===== src/rtl/board_ctl_pkg.sv =====
package board_ctl_pkg;

  localparam int DATA_W     = 32;
  localparam int DEC_W      = 20;
  localparam int NUM_CHARS  = 8;
  localparam int CHAR_W     = 8;
  localparam int SLOT_SHIFT = 3;
  localparam int IDX_W      = $clog2(NUM_CHARS);

  localparam logic [DEC_W-1:0] OFF_SWITCH  = 20'h00200;
  localparam logic [DEC_W-1:0] OFF_STATUS  = 20'h00208;
  localparam logic [DEC_W-1:0] OFF_JUMPER  = 20'h00210;
  localparam logic [DEC_W-1:0] OFF_LED     = 20'h00408;
  localparam logic [DEC_W-1:0] OFF_WORD    = 20'h00410;
  localparam logic [DEC_W-1:0] OFF_SLOT0   = 20'h00418;
  localparam logic [DEC_W-1:0] OFF_SOFTRST = 20'h00500;
  localparam logic [DEC_W-1:0] OFF_BREAK   = 20'h00508;
  localparam logic [DEC_W-1:0] OFF_GPOUT   = 20'h00A00;
  localparam logic [DEC_W-1:0] OFF_GPINP   = 20'h00A08;
  localparam logic [DEC_W-1:0] OFF_LINEIN  = 20'h00B00;
  localparam logic [DEC_W-1:0] OFF_LINEOE  = 20'h00B08;
  localparam logic [DEC_W-1:0] OFF_LINE    = 20'h00B10;
  localparam logic [DEC_W-1:0] OFF_LINESEL = 20'h00B18;

  localparam logic [DATA_W-1:0] SOFTRST_KEY = 32'h0000_0042;
  localparam logic [7:0]        BREAK_RST   = 8'h0A;
  localparam logic [DATA_W-1:0] LINE_RST    = 32'h0000_0003;
  localparam logic [CHAR_W-1:0] CHAR_BLANK  = 8'h20;

  localparam int SEL_SWITCH  = 0;
  localparam int SEL_STATUS  = 1;
  localparam int SEL_JUMPER  = 2;
  localparam int SEL_LED     = 3;
  localparam int SEL_WORD    = 4;
  localparam int SEL_SLOT    = 5;
  localparam int SEL_SOFTRST = 6;
  localparam int SEL_BREAK   = 7;
  localparam int SEL_GPOUT   = 8;
  localparam int SEL_GPINP   = 9;
  localparam int SEL_LINEIN  = 10;
  localparam int SEL_LINEOE  = 11;
  localparam int SEL_LINE    = 12;
  localparam int SEL_LINESEL = 13;
  localparam int SEL_NUM     = 14;

  function automatic logic [7:0] nib_to_ascii(input logic [3:0] nib);
    if (nib < 4'd10) return 8'h30 + {4'h0, nib};
    else             return 8'h37 + {4'h0, nib};
  endfunction

endpackage


===== src/rtl/board_ctl_decode.sv =====
module board_ctl_decode
  import board_ctl_pkg::*;
(
  input  logic [DEC_W-1:0]   offset,
  output logic [SEL_NUM-1:0] sel,
  output logic [IDX_W-1:0]   slot_idx
);
  localparam logic [DEC_W-1:0] SLOT_SPAN = DEC_W'((NUM_CHARS - 1) << SLOT_SHIFT);

  logic [DEC_W-1:0] rel;
  logic             slot_hit;

  always_comb begin
    rel      = offset - OFF_SLOT0;
    slot_hit = (offset >= OFF_SLOT0) && (rel <= SLOT_SPAN) &&
               (rel[SLOT_SHIFT-1:0] == '0);
    slot_idx = rel[SLOT_SHIFT +: IDX_W];
  end

  always_comb begin
    sel = '0;
    case (offset)
      OFF_SWITCH:  sel[SEL_SWITCH]  = 1'b1;
      OFF_STATUS:  sel[SEL_STATUS]  = 1'b1;
      OFF_JUMPER:  sel[SEL_JUMPER]  = 1'b1;
      OFF_LED:     sel[SEL_LED]     = 1'b1;
      OFF_WORD:    sel[SEL_WORD]    = 1'b1;
      OFF_SOFTRST: sel[SEL_SOFTRST] = 1'b1;
      OFF_BREAK:   sel[SEL_BREAK]   = 1'b1;
      OFF_GPOUT:   sel[SEL_GPOUT]   = 1'b1;
      OFF_GPINP:   sel[SEL_GPINP]   = 1'b1;
      OFF_LINEIN:  sel[SEL_LINEIN]  = 1'b1;
      OFF_LINEOE:  sel[SEL_LINEOE]  = 1'b1;
      OFF_LINE:    sel[SEL_LINE]    = 1'b1;
      OFF_LINESEL: sel[SEL_LINESEL] = 1'b1;
      default:     sel[SEL_SLOT]    = slot_hit;
    endcase
  end

  // an offset selects at most one register
  always_comb begin
    a_onehot_sel_r1: assert ($onehot0(sel));
  end

endmodule


===== src/rtl/board_ctl_charbuf.sv =====
module board_ctl_charbuf
  import board_ctl_pkg::*;
(
  input  logic                        clk,
  input  logic                        rst_n,
  input  logic                        word_we,
  input  logic                        slot_we,
  input  logic [IDX_W-1:0]            slot_idx,
  input  logic [DATA_W-1:0]           wdata,
  output logic [NUM_CHARS*CHAR_W-1:0] chars
);

  generate
    for (genvar k = 0; k < NUM_CHARS; k++) begin : g_char
      localparam int NIB_LO = 4 * (NUM_CHARS - 1 - k);
      logic [CHAR_W-1:0] cur_q, nxt;
      logic              en;

      always_comb begin
        en  = word_we || (slot_we && (slot_idx == IDX_W'(k)));
        nxt = word_we ? nib_to_ascii(wdata[NIB_LO +: 4]) : wdata[CHAR_W-1:0];
      end

      always_ff @(posedge clk or negedge rst_n) begin
        if (!rst_n)  cur_q <= CHAR_BLANK;
        else if (en) cur_q <= nxt;
      end

      assign chars[k*CHAR_W +: CHAR_W] = cur_q;
    end
  endgenerate

  // after a word write, character 0 is always a hex digit
  p_word_hex_r5: assert property (@(posedge clk) disable iff (!rst_n)
    $past(word_we) |-> ((chars[7:0] >= 8'h30 && chars[7:0] <= 8'h39) ||
                        (chars[7:0] >= 8'h41 && chars[7:0] <= 8'h46)));

  // the last character changes only through a word write or its own slot write
  p_slot_keep_r6: assert property (@(posedge clk) disable iff (!rst_n)
    (!word_we && !(slot_we && slot_idx == IDX_W'(NUM_CHARS - 1)))
      |=> $stable(chars[NUM_CHARS*CHAR_W-1 -: CHAR_W]));

endmodule


===== src/rtl/board_ctl_line.sv =====
module board_ctl_line
  import board_ctl_pkg::*;
(
  input  logic              clk,
  input  logic              rst_n,
  input  logic              oe_we,
  input  logic              line_we,
  input  logic              sel_we,
  input  logic [DATA_W-1:0] wdata,
  input  logic              sda_in,
  output logic [1:0]        oe,
  output logic [DATA_W-1:0] line,
  output logic              line_sel,
  output logic [DATA_W-1:0] in_word,
  output logic [DATA_W-1:0] gpinp_word
);
  logic [1:0]        oe_q, oe_d;
  logic [DATA_W-1:0] line_q, line_d;
  logic              sel_q, sel_d;

  always_comb begin
    oe_d   = oe_we   ? wdata[1:0] : oe_q;
    line_d = line_we ? wdata      : line_q;
    sel_d  = sel_we  ? wdata[0]   : sel_q;
  end

  always_ff @(posedge clk or negedge rst_n) begin
    if (!rst_n) begin
      oe_q   <= '0;
      line_q <= LINE_RST;
      sel_q  <= 1'b1;
    end else begin
      oe_q   <= oe_d;
      line_q <= line_d;
      sel_q  <= sel_d;
    end
  end

  always_comb begin
    oe         = oe_q;
    line       = line_q;
    line_sel   = sel_q;
    in_word    = {{(DATA_W-2){1'b0}}, 1'b1, sda_in};
    gpinp_word = sel_q ? line_q : '0;
  end

  // the line register changes only on its own write
  p_line_keep_r9: assert property (@(posedge clk) disable iff (!rst_n)
    !line_we |=> $stable(line));

endmodule


===== src/rtl/board_ctl_regs.sv =====
module board_ctl_regs
  import board_ctl_pkg::*;
(
  input  logic                        clk,
  input  logic                        rst_n,
  input  logic [31:0]                 bus_addr,
  input  logic                        bus_wr,
  input  logic                        bus_rd,
  input  logic [31:0]                 bus_wdata,
  output logic [31:0]                 bus_rdata,
  input  logic                        big_endian_strap,
  input  logic                        sda_in,
  output logic [7:0]                  led_out,
  output logic [7:0]                  gp_out,
  output logic [NUM_CHARS*CHAR_W-1:0] disp_chars,
  output logic                        soft_rst_req,
  output logic                        scl_level,
  output logic                        sda_level,
  output logic [1:0]                  line_oe
);
  // reset synchronizer: asserted at once, released on a clock edge
  logic rst_meta_q, rst_s;
  always_ff @(posedge clk or negedge rst_n) begin
    if (!rst_n) begin
      rst_meta_q <= 1'b0;
      rst_s      <= 1'b0;
    end else begin
      rst_meta_q <= 1'b1;
      rst_s      <= rst_meta_q;
    end
  end

  logic unused_addr_hi;
  assign unused_addr_hi = ^bus_addr[31:DEC_W];

  logic [SEL_NUM-1:0] sel;
  logic [IDX_W-1:0]   slot_idx;

  board_ctl_decode u_dec (
    .offset   (bus_addr[DEC_W-1:0]),
    .sel      (sel),
    .slot_idx (slot_idx)
  );

  logic [SEL_NUM-1:0] we;
  assign we = sel & {SEL_NUM{bus_wr}};

  board_ctl_charbuf u_chars (
    .clk      (clk),
    .rst_n    (rst_s),
    .word_we  (we[SEL_WORD]),
    .slot_we  (we[SEL_SLOT]),
    .slot_idx (slot_idx),
    .wdata    (bus_wdata),
    .chars    (disp_chars)
  );

  logic [DATA_W-1:0] line_word, in_word, gpinp_word;
  logic              line_sel;
  logic [1:0]        oe_q;

  board_ctl_line u_line (
    .clk        (clk),
    .rst_n      (rst_s),
    .oe_we      (we[SEL_LINEOE]),
    .line_we    (we[SEL_LINE]),
    .sel_we     (we[SEL_LINESEL]),
    .wdata      (bus_wdata),
    .sda_in     (sda_in),
    .oe         (oe_q),
    .line       (line_word),
    .line_sel   (line_sel),
    .in_word    (in_word),
    .gpinp_word (gpinp_word)
  );

  // byte registers and soft-reset pulse
  logic [7:0]  led_q, led_d, brk_q, brk_d, gp_q, gp_d;
  logic        srst_q, srst_d;
  logic [31:0] rdata_q, rdata_d;

  always_comb begin
    led_d  = we[SEL_LED]   ? bus_wdata[7:0] : led_q;
    brk_d  = we[SEL_BREAK] ? bus_wdata[7:0] : brk_q;
    gp_d   = we[SEL_GPOUT] ? bus_wdata[7:0] : gp_q;
    srst_d = we[SEL_SOFTRST] && (bus_wdata == SOFTRST_KEY);
  end

  // read mux; switch, jumper, word, slots and soft reset read zero
  always_comb begin
    rdata_d = '0;
    if (sel[SEL_STATUS])  rdata_d = {27'd0, 1'b1, 2'b00, big_endian_strap, 1'b0};
    if (sel[SEL_LED])     rdata_d = {24'd0, led_q};
    if (sel[SEL_BREAK])   rdata_d = {24'd0, brk_q};
    if (sel[SEL_GPOUT])   rdata_d = {24'd0, gp_q};
    if (sel[SEL_GPINP])   rdata_d = gpinp_word;
    if (sel[SEL_LINEIN])  rdata_d = in_word;
    if (sel[SEL_LINEOE])  rdata_d = {30'd0, oe_q};
    if (sel[SEL_LINE])    rdata_d = line_word;
    if (sel[SEL_LINESEL]) rdata_d = {31'd0, line_sel};
  end

  always_ff @(posedge clk or negedge rst_s) begin
    if (!rst_s) begin
      led_q   <= '0;
      brk_q   <= BREAK_RST;
      gp_q    <= '0;
      srst_q  <= 1'b0;
      rdata_q <= '0;
    end else begin
      led_q  <= led_d;
      brk_q  <= brk_d;
      gp_q   <= gp_d;
      srst_q <= srst_d;
      if (bus_rd) rdata_q <= rdata_d;
    end
  end

  assign bus_rdata    = rdata_q;
  assign led_out      = led_q;
  assign gp_out       = gp_q;
  assign soft_rst_req = srst_q;
  assign scl_level    = line_word[1];
  assign sda_level    = line_word[0];
  assign line_oe      = oe_q;

  // the request is a single-cycle pulse
  p_srst_pulse_r7: assert property (@(posedge clk) disable iff (!rst_s)
    soft_rst_req |=> !soft_rst_req);

  // the request only follows a key write to the soft-reset offset
  p_srst_cause_r7: assert property (@(posedge clk) disable iff (!rst_s)
    $rose(soft_rst_req) |-> $past(bus_wr && bus_addr[DEC_W-1:0] == OFF_SOFTRST &&
                                  bus_wdata == SOFTRST_KEY));

  // read data holds while no read is active
  p_rdata_hold_r12: assert property (@(posedge clk) disable iff (!rst_s)
    !bus_rd |=> $stable(bus_rdata));

  // the LED output changes only on an LED write
  p_led_keep_r4: assert property (@(posedge clk) disable iff (!rst_s)
    !(bus_wr && bus_addr[DEC_W-1:0] == OFF_LED) |=> $stable(led_out));

endmodule


===== config.mk =====
export PLATFORM = sky130hd
export DESIGN_NAME = board_ctl_regs
export DESIGN_NICKNAME = d
export VERILOG_FILES = /design/src/rtl/board_ctl_pkg.sv /design/src/rtl/board_ctl_decode.sv /design/src/rtl/board_ctl_charbuf.sv /design/src/rtl/board_ctl_line.sv /design/src/rtl/board_ctl_regs.sv
export SDC_FILE = /design/constraint.sdc
export NUM_CORES = 1
export LEC_CHECK = 0
export ABC_AREA = 1
export BUFFER_PORTS_ARGS = -buffer_cell sky130_fd_sc_hd__buf_2
export CAP_MARGIN = 30
export CORE_UTILIZATION = 47
export DETAILED_ROUTE_END_ITERATION = 16
export GPL_ROUTABILITY_DRIVEN = 0
export HOLD_SLACK_MARGIN = 0.06
export PLACE_DENSITY = 0.74
export SLEW_MARGIN = 5
export SYNTH_ARGS = -nofsm -noshare
export SYNTH_HDL_FRONTEND = slang
export SYNTH_SLANG_ARGS = --single-unit

===== constraint.sdc =====
create_clock -name clk -period 4.8 [get_ports clk]
set_clock_uncertainty 0.1 [all_clocks]
set_input_delay 0.72 -clock clk [delete_from_list [all_inputs] [get_ports clk]]
set_output_delay 0.72 -clock clk [all_outputs]
set_load 0.01 [all_outputs]

# After elaboration in Yosys (flattened, before gate mapping)
# Cells that the tools add are included.
# Widths: inputs -> output; s select.
classes:
  n_addsub: 17
  order_cmp: 10
  n_eq_ne: 21
  muxes: 40
  bitwise: 1
  n_reduce_logical: 22
op_table:
  columns: ["cell", "n"]
  rows:
  - ["$mux 32", 7]
  - ["$mux 8", 18]
  - ["$eq 20x12->1 const B", 6]
  - ["$add 6x4->7 const A", 16]
  - ["$eq 20x11->1 const B", 4]
  - ["$eq 20x10->1 const B", 3]
  - ["$eq 32x7->1 const B", 1]
  - ["$lt 4x4->1 const B", 8]
  - ["$ge 20x11->1 const B", 1]
  - ["$le 20x6->1 const B", 1]
  - ["$sub 20x11->20 const B", 1]
  - ["$and 14x14->14", 1]
  - ["$mux 1", 14]
  - ["$reduce_or 13->1", 1]
  - ["$eq 3x3->1 const B", 4]
  - ["$logic_and 1x1->1", 11]
  - ["$logic_or 1x1->1", 8]
  - ["$eq 3x2->1 const B", 2]
  - ["$logic_not 3->1", 2]
  - ["$mux 5", 1]
  - ["$eq 3x1->1 const B", 1]
totals:
  reg_bits: 158
  inputBits: 70
  output_inout_bits: 117
  word_cells: 129

# Depth between registers and ports, before layout
# Gate-level depths: netlist of run 1.
depth:
  word_depth: 11
  ltp_mapped: 16
  mapped_depth_nobuf: 16

# By module
# A second synthesis of run 1 with hierarchy kept.
hier_totals:
  cells_unflattened: 1401
  area_unflattened_um2: 9596.7
modules_own_cells:
  columns: ["module", "n_inst", "cells_each", "area_per_inst_um2", "seq_area_each_um2"]
  rows:
  - ["board_ctl_charbuf", 1, 508, 3517.1, 1611.5]
  - ["board_ctl_regs", 1, 463, 3365.7, 1478.9]
  - ["board_ctl_line", 1, 252, 1930.6, 879.6]
  - ["board_ctl_decode", 1, 178, 783.3, 0.0]

# Worst setup path after synthesis of run 1
# OpenSTA, ideal clock, no wires.
synth_path:
  path_type: "input port to flip-flop"
  startpoint: "in bus_addr[3]"
  endpoint: "reg u_chars.g_char[6].cur_q[6]"
  setup_time_ns: 0.113
  arrival_ns: 2.222
  t_required_ns: 4.587
  setup_slack_ns: 2.365
  path_stages: 15
  path_buffers: 0
  path_cell_list: "ha_1 -> nor2_1 -> nand2_2 -> nand2_4 -> nand2_1 -> nand2_1 -> nand2_1 -> nor2_1 -> nand2_2 -> nor2_8 -> nand3_4 -> nand2_4 -> nand2_1 -> nand2_1 -> inv_1"
synth_between:
  elab_chain_cells: 8
  elab_cells_between_ends: 26
  classes_between: "1 x add/sub; 2 x order compare; 14 x eq/ne; 3 x mux; 1 x bitwise; 5 x reduce/logical"
synth_rtl:
  columns: ["element", "line_no", "rtl"]
  rows:
  - ["from (decl)", "board_ctl_regs.sv:6", "input logic [31:0] bus_addr,"]
  - ["$sub 20x11->20", "board_ctl_decode.sv:14", "rel = offset - OFF_SLOT0;"]
  - ["$le 20x6->1", "board_ctl_decode.sv:15", "slot_hit = (offset >= OFF_SLOT0) && (rel <= SLOT_SPAN) &&"]
  - ["$logic_and 1x1->1 (2 in a row)", "board_ctl_decode.sv:15", null]
  - ["$mux 1", "board_ctl_decode.sv:22", "case (offset)"]
  - ["$and 14x14->14", "board_ctl_regs.sv:46", "assign we = sel & {SEL_NUM{bus_wr}};"]
  - ["$logic_and 1x1->1", "board_ctl_charbuf.sv:20", "en = word_we || (slot_we && (slot_idx == IDX_W'(k)));"]
  - ["$logic_or 1x1->1", "board_ctl_charbuf.sv:20", null]
  - ["to (signal assigned)", "board_ctl_charbuf.sv:26", "else if (en) cur_q <= nxt;"]
  - ["to (decl)", "board_ctl_charbuf.sv:16", "logic [CHAR_W-1:0] cur_q, nxt;"]
# Several ways; a longest one is shown, not always the timed one.
# A chain may end at the register's enable or synchronous reset.

# Worst setup path after layout of run 1
layout_path:
  startpoint: "in bus_addr[17]"
  endpoint: "reg u_chars.g_char[0].cur_q[2]"
layout_between:
  elab_chain_cells: 8
  elab_cells_between_ends: 25
  classes_between: "1 x add/sub; 2 x order compare; 13 x eq/ne; 3 x mux; 1 x bitwise; 5 x reduce/logical"
layout_rtl:
  columns: ["element", "line_no"]
  rows:
  - ["$sub 20x11->20", "board_ctl_decode.sv:14"]
  - ["$le 20x6->1", "board_ctl_decode.sv:15"]
  - ["$logic_and 1x1->1 (2 in a row)", "board_ctl_decode.sv:15"]
  - ["$mux 1", "board_ctl_decode.sv:22"]
  - ["$and 14x14->14 *", "board_ctl_regs.sv:46"]
  - ["$logic_and 1x1->1", "board_ctl_charbuf.sv:20"]
  - ["$logic_or 1x1->1", "board_ctl_charbuf.sv:20"]
  - ["to (signal assigned)", "board_ctl_charbuf.sv:26"]
  - ["to (decl)", "board_ctl_charbuf.sv:16"]
# Mark *: on every way between the ends. The rest lies on a longest branch, timed or not.

==> results of run 1 <==
-- stage by stage --
stage	std cells	power, uW	hold slack [ns]	utilization, %	setup slack (ns)
2_1_floorplan	1115	1480	0.231	-	2.10
3_3_place_gp	1492	1560	0.135	53.9	1.79
3_5_place_dp	1492	1560	0.140	53.9	1.74
4_1_cts	1525	2930	0.145	57.3	2.15
5_1_grt	1526	3010	0.166	57.3	1.90
6_report	1527	2920	0.133	57.3	2.12
-- logic make-up after synthesis --
group                    count (synthesis)
AO/OA/AOI/OAI                          168
XOR/XNOR                                 6
adder cells (fa/ha/maj)                 21
buffers and inverters                  146
flip-flops                             158
other                                    1
AND/OR/NAND/NOR                        615
-- state kept, by name, summed over array words and instances (netlist names) --
name / cells
brk_q: 8
bus_rdata: 32
gp_out: 8
led_out: 8
rst_meta_q: 1
rst_s: 1
soft_rst_req: 1
u_chars.g_char.cur_q: 64
u_line.line: 32
u_line.line_sel: 1
u_line.oe: 2
-- metal layers --
metal	part of all wire, %	global-route usage [%]	up-vias	routed length [um]
li1	-	-	3924	-
met1	46	38.1	3706	11000
met2	43	37.7	333	10300
met3	7.8	5.70	47	1870
met4	3.1	9.52	0	732
met5	0	0	-	0
-- path summary, 6_finish.rpt --
check	cells after the start	end
setup / recovery	14	u_chars.g_char[0].cur_q[2]$_DFFE_PN0P_
hold / removal	0	u_chars.g_char[7].cur_q[2]$_DFFE_PN0P_
setup reg to reg	3	bus_rdata[16]$_DFFE_PN0P_
hold reg to reg	0	u_chars.g_char[7].cur_q[2]$_DFFE_PN0P_
max in group asynchronous	1	u_chars.g_char[1].cur_q[0]$_DFFE_PN0P_
min in group clk	0	rst_s$_DFF_PN0_
-- power by group --
part	switching (uW)	total [uW]	internal [uW]	leakage [uW]
combinational	151	205	54.0	0.00317
sequential	4.14	1340	1330	0.00210
clock	538	1380	841	0.000285
-- Yosys cell counts (all sizes together), types with 5 or more instances --
cell type / number / share of area, %
nand3: 108 / 8.2
o21ai: 128 / 7.5
nor2: 88 / 5.0
a21oi: 29 / 1.7
nand2: 395 / 18
nand4: 16 / 1.3
dfstp: 13 / 4.0
clkbuf: 20 / 0.87
xor2: 6 / 0.61
dfrtp: 145 / 42
buf: 11 / 0.81
clkinv: 5 / 0.29
ha: 21 / 3.1
inv: 110 / 4.8
-- layout make-up --
type,count,area [um^2],share of cell area [%]
multi-input combinational,811,4060,39.4
clock inverter,11,140,1.36
antenna,2,5.00,0.0486
tap,229,287,2.78
inverter,115,438,4.25
sequential,158,3970,38.6
clock buffer,21,460,4.47
timing repair buffer,180,931,9.04
-- critical path: cells and delay by family --
kind	cells	cell delay, ns
AND/OR/NAND/NOR	9	1.27
buffers and inverters	4	0.77
AO/OA/AOI/OAI	1	0.12
==> impl_results.md, run 1 <==
- Outcome: completed
- Clock-pin slew reported for the worst setup and hold paths after clock tree synthesis: 0.06 ns
- Ratio of cells with drive above 1 in the final layout: 23.6%
- Fillers: 1668
- Root buffer selected by CTS: sky130_fd_sc_hd__clkbuf_16
- Delay of the slowest cell on the worst path: 0.40 ns
- Most repeated library cell on the critical path: sky130_fd_sc_hd__nand2_1
- IO Count: 187
- Bufs on Longest Clock Path: 2
- IO buf count: 174
- Ys flop type: sky130_fd_sc_hd__dfrtp_1
- Compound-cell area share of the yosys netlist: 10.2%
- Power density over the cells: 284 nW/um^2
- Count of synthesis-stage warnings from yosys: 0
- First-pass GRT wire length: 37400 um
- Async SR Flop Fraction: 100%
- Worst min-delay path class: reg -> async
- Commonest cells after routing, fill and taps aside: sky130_fd_sc_hd__nand2_1, sky130_fd_sc_hd__buf_2, sky130_fd_sc_hd__dfrtp_1, sky130_fd_sc_hd__o21ai_0, sky130_fd_sc_hd__nand3_1
- Hold Buf Count CTS: 1
- Post-synthesis sequential area ratio: 46.1%
- Launch point of the worst reg-to-reg path: u_line.line_sel$_DFFE_PN1P_
- Post-Synth Adder-Cell Area: 3.05%
- Sum of overflow across all layers after global routing: 0
- Synthesized area per cell: 7.73 um^2
- Worst voltage drop across the vdd grid: 0.257 mV
- Yosys reg bits: 158
- Xor-xnor portion of the synthesized cell area: 0.610%
- Post-route setup TNS: 0 ns
- Fraction of the cycle the final worst path needs: 55.9%
- Area fraction in and, or, nand and nor cells after synthesis: 33.3%
- Width of the die: 137 um
- Count of final max-slew check failures: 0
- Slew Limit Headroom: 38.1%
- Actual slew at the worst max-slew pin: 0.925 ns
- Area of the die: 18900 um^2
- FP Rows: 49
- Pre-Repair DR Iteration Count: 6
- Syn nets: 1206
- Number of antenna violations at the first check in global routing: 1
- Final non-filler cell area: 10300 um^2
- Critical path, cell by cell: buf_2, nor2_2, nand3_2, nor2_4, nand2_2, inv_2, nand2_4, nor2_8, buf_4, nor2_1, inv_1, o21ai_0, nand2_1, nand2_1
- Initial detailed-routing violation count: 818
- Effective utilization at floorplan: 48.0%
- Number of global-route vias before repair: 7227
- Startpoint kind of the worst setup timing path: input port
- Count of vias placed by the detailed router: 8010
- Final number of setup-violating endpoints: 0
- Max H-tree Level: 4
- Post-route ant nets: 0
- Wire length per cell: 15.7 um
- GRT Util Overall: 26.1%
- Share of synthesized area spent on multiplexers: 0%
- Reported max-cap violation count: 0
- Slowest CP cell: sky130_fd_sc_hd__buf_4
- Dpl cell area: 9680 um^2
- Count of flip-flops with a built-in enable after synthesis: 0
- Post-cts gate resize count: 0
- Largest family of logic cells by synthesized area: simple AND/OR/NAND/NOR gates
- Largest fanout of any net on the critical path: 42
- Achievable Freq: 373 MHz
- Total CTS buffers: 17
- Post-route DRC violation count: 0
- Worst setup path startpoint: bus_addr[17]
- Capturing element type of the critical path: register
- Vias per std cell: 5.25
- NumNets Final: 1374
- CP Data Arrival Time: 2.90 ns
- Maximum number of pins on one net before global-route repair: 133
- Final hold violations: 0
- Yosys cell types: 43
- Synthesized area: 8610 um^2
- TritonCTS clock tree: done
- Reg2Reg Setup Slack: 3.46 ns
- Unrepaired setup endpoints after global routing: false
- Leak pwr: 0.00555 uW
- Type of the setup path with the least slack: in -> reg
- Area of the core: 18000 um^2
- Min Tclk post-route: 2.68 ns
- DP Wirelength: 17700 um
- CP required: 5.02 ns
- Most frequent standard cell in the layout excluding fill and tap cells: sky130_fd_sc_hd__nand2_1
- Final wirelength: 23900 um
- Post-Synthesis Cells: 1115
- Overall die height: 137 um
- Area growth from synthesis to layout: 19.5%
- Setup repair bufs after CTS: 0
- CTS Sinks: 158
- Clock network latency to the later pin of the worst-skew pair: 0.43 ns
No activity file was read; power rests on OpenSTA's default activity.
==> run 2, diff against run 1 <==
Settings changed: PLACE_DENSITY 0.74 to 0.72.
Clock period 4.8 ns to 2.7 ns, I/O delays scaled along.
==> impl_results.md, run 2 (same netlist as run 1, synthesis figures left out) <==
- Wire length per cell: 15.6 um
- Slew Limit Headroom: 36.1%
- Slowest CP cell: sky130_fd_sc_hd__nor2_8
- Register share of total power: 44.9%
- Clock-pin slew reported for the worst setup and hold paths after clock tree synthesis: 0.06 ns
- Final wirelength: 24000 um
- Width of the die: 137 um
- Overall power consumption: 5310 uW
- Outcome: completed
- Post-route setup TNS: 0 ns
- Final hold violations: 0
- Count of vias placed by the detailed router: 7983
- Worst path setup slack after routing: 0.526 ns
- Fraction of the cycle the final worst path needs: 80.5%
- Unrepaired setup endpoints after global routing: false
- Cell Int Power: 4100 uW
- Pre-Repair DR Iteration Count: 5
- Post-cts gate resize count: 0
- Logic pwr share: 6.9%
- Register with the most flip-flops: u_chars.g_char.cur_q
- Bufs on Longest Clock Path: 2
- FP Rows: 49
- Setup WS pre-CTS: 0.127 ns
- Post-route ant nets: 0
- Count of placed standard cells including taps: 1505
- Worst voltage drop across the vdd grid: 0.521 mV
- Most repeated library cell on the critical path: sky130_fd_sc_hd__nand2_1
- Switching power: 1210 uW
- Maximum number of pins on one net before global-route repair: 61
- First-pass GRT wire length: 38000 um
- Reported max-cap violation count: 0
- Power density over the cells: 507 nW/um^2
- TritonCTS clock tree: done
- CP required: 2.92 ns
- Total CTS buffers: 17
- Vias per std cell: 5.18
- Max H-tree Level: 4
- Largest fanout of any net on the critical path: 9
- Hold worst-path end: bus_rdata[0]$_DFFE_PN0P_
- Initial detailed-routing violation count: 714
- Number of global-route vias before repair: 7311
- Crit path buffers/inverters: 2
- Worst setup path startpoint: bus_addr[3]
- Final number of setup-violating endpoints: 0
- Area of the die: 18900 um^2
- Ratio of cells with drive above 1 in the final layout: 24.4%
- IO Count: 187
- NumNets Final: 1387
- Startpoint kind of the worst setup timing path: input port
- Commonest cells after routing, fill and taps aside: sky130_fd_sc_hd__nand2_1, sky130_fd_sc_hd__buf_2, sky130_fd_sc_hd__dfrtp_1, sky130_fd_sc_hd__o21ai_0, sky130_fd_sc_hd__nand3_1
- Effective utilization at floorplan: 48.0%
- Reg2Reg Setup Slack: 1.38 ns
- Root buffer selected by CTS: sky130_fd_sc_hd__clkbuf_16
- Type of the setup path with the least slack: in -> reg
- Final non-filler cell total: 1540
- Post-route DRC violation count: 0
- Clock network latency to the later pin of the worst-skew pair: 0.43 ns
- Actual slew at the worst max-slew pin: 0.957 ns
- GRT Util Overall: 26.5%
- Number of antenna violations at the first check in global routing: 2
- Worst slack on hold paths: 0.114 ns
- Worst min-delay path class: in -> reg
- Worst hold path cell count: 3
- Depth of the worst register-to-register path: 4
- Sum of overflow across all layers after global routing: 0
- Count of final max-slew check failures: 0
- Leak pwr: 0.00565 uW
- Part of the power in the clock network: 48.2%
- Largest register FFs: 64
- Switching share of power: 22.8%
- Launch point of the worst reg-to-reg path: u_line.line_sel$_DFFE_PN1P_
- Overall die height: 137 um
- Critical path, cell by cell: buf_2, ha_1, nor2_1, nand2_2, nand2_4, nand2_1, nand2_1, nand2_1, nor2_1, nand2_2, nor2_8, nand3_4, nand2_2, inv_2, nand2_1, nand2_1
- Area of the core: 18000 um^2
- Fillers: 1659
- DP Wirelength: 18000 um
- Delay of the slowest cell on the worst path: 0.27 ns
- CTS Sinks: 158
- Achievable Freq: 460 MHz
- Worst Min Path Start: bus_rd
- IO buf count: 174
- Capturing element type of the critical path: register
- Most frequent standard cell in the layout excluding fill and tap cells: sky130_fd_sc_hd__nand2_1
- Count of cell instances traversed by the critical path: 16
- Critical R2R Capture: bus_rdata[3]$_DFFE_PN0P_
- Sequential cell area: 3970 um^2
- Min Tclk post-route: 2.17 ns
- Area growth from synthesis to layout: 21.6%
- Kind of cell adding the most delay to the critical path: simple AND/OR/NAND/NOR gates
- Total area of multi-input combinational cells: 4060 um^2
- CP Data Arrival Time: 2.40 ns
## run 2: changes by cell type in the layout (fill, tap and decap cells not counted), sizes merged
cell	delta
buf	+13
bufinv	+2
clkbuf	-2
clkinv	+2
clkinvlp	-2
## run 2: repair_timing
item	in CTS	in global routing
endpoints found under the hold margin	2	0
hold buffers	1	0
buffers inserted	0	0
## run 2: area by class of cell
class	instances	share of cell area (%)
Antenna cell	2	0.0478
Clock buffer	19	4.13
Clock inverter	13	1.86
Inverter	115	4.18
Multi-Input combinational cell	811	38.8
Sequential cell	158	37.9
Tap cell	229	2.74
Timing Repair Buffer	193	10.3
## run 2: worst max path at each step
stage / endpoint / slack, ns
finish: u_chars.g_char[2].cur_q[4]$_DFFE_PN0P_ / 0.53
global route: u_chars.g_char[2].cur_q[6]$_DFFE_PN0P_ / 0.32
CTS: u_chars.g_char[1].cur_q[4]$_DFFE_PN0P_ / 0.56
detailed placement: u_chars.g_char[5].cur_q[6]$_DFFE_PN0P_ / 0.13
global placement: u_chars.g_char[5].cur_q[6]$_DFFE_PN0P_ / 0.15
floorplan: u_chars.g_char[6].cur_q[6]$_DFFE_PN0P_ / 0.58
## run 2: metal layers
| metal | GRT usage [%] | up-vias | share of wire, % |
|---|---|---|---|
| li1 | - | 3945 | - |
| met1 | 39.0 | 3702 | 47 |
| met2 | 37.5 | 296 | 43 |
| met3 | 5.67 | 40 | 7.0 |
| met4 | 10.6 | 0 | 3.3 |
| met5 | 0 | - | 0 |
## run 2: stage by stage
step,instance area [um^2],utilization (%)
final,10500,58.3
after global routing,10500,58.3
after CTS,10500,58.3
after detailed placement,9830,54.7
after global placement,9830,54.7
after floorplan,8620,-
## run 2: power by group through the flow
stage,registers [uW],logic (uW),clock network (uW)
6_report,2390,366,2560
5_1_grt,2390,409,2680
4_1_cts,2390,363,2600
3_5_place_dp,2430,360,0
3_3_place_gp,2430,354,0
2_1_floorplan,2450,189,0
## run 2: worst reg2reg max path, delay by kind of cell (launching register included)
family	cells	cell delay [ns]
flops	1	0.65
compound gates	2	0.33
simple gates	2	0.19
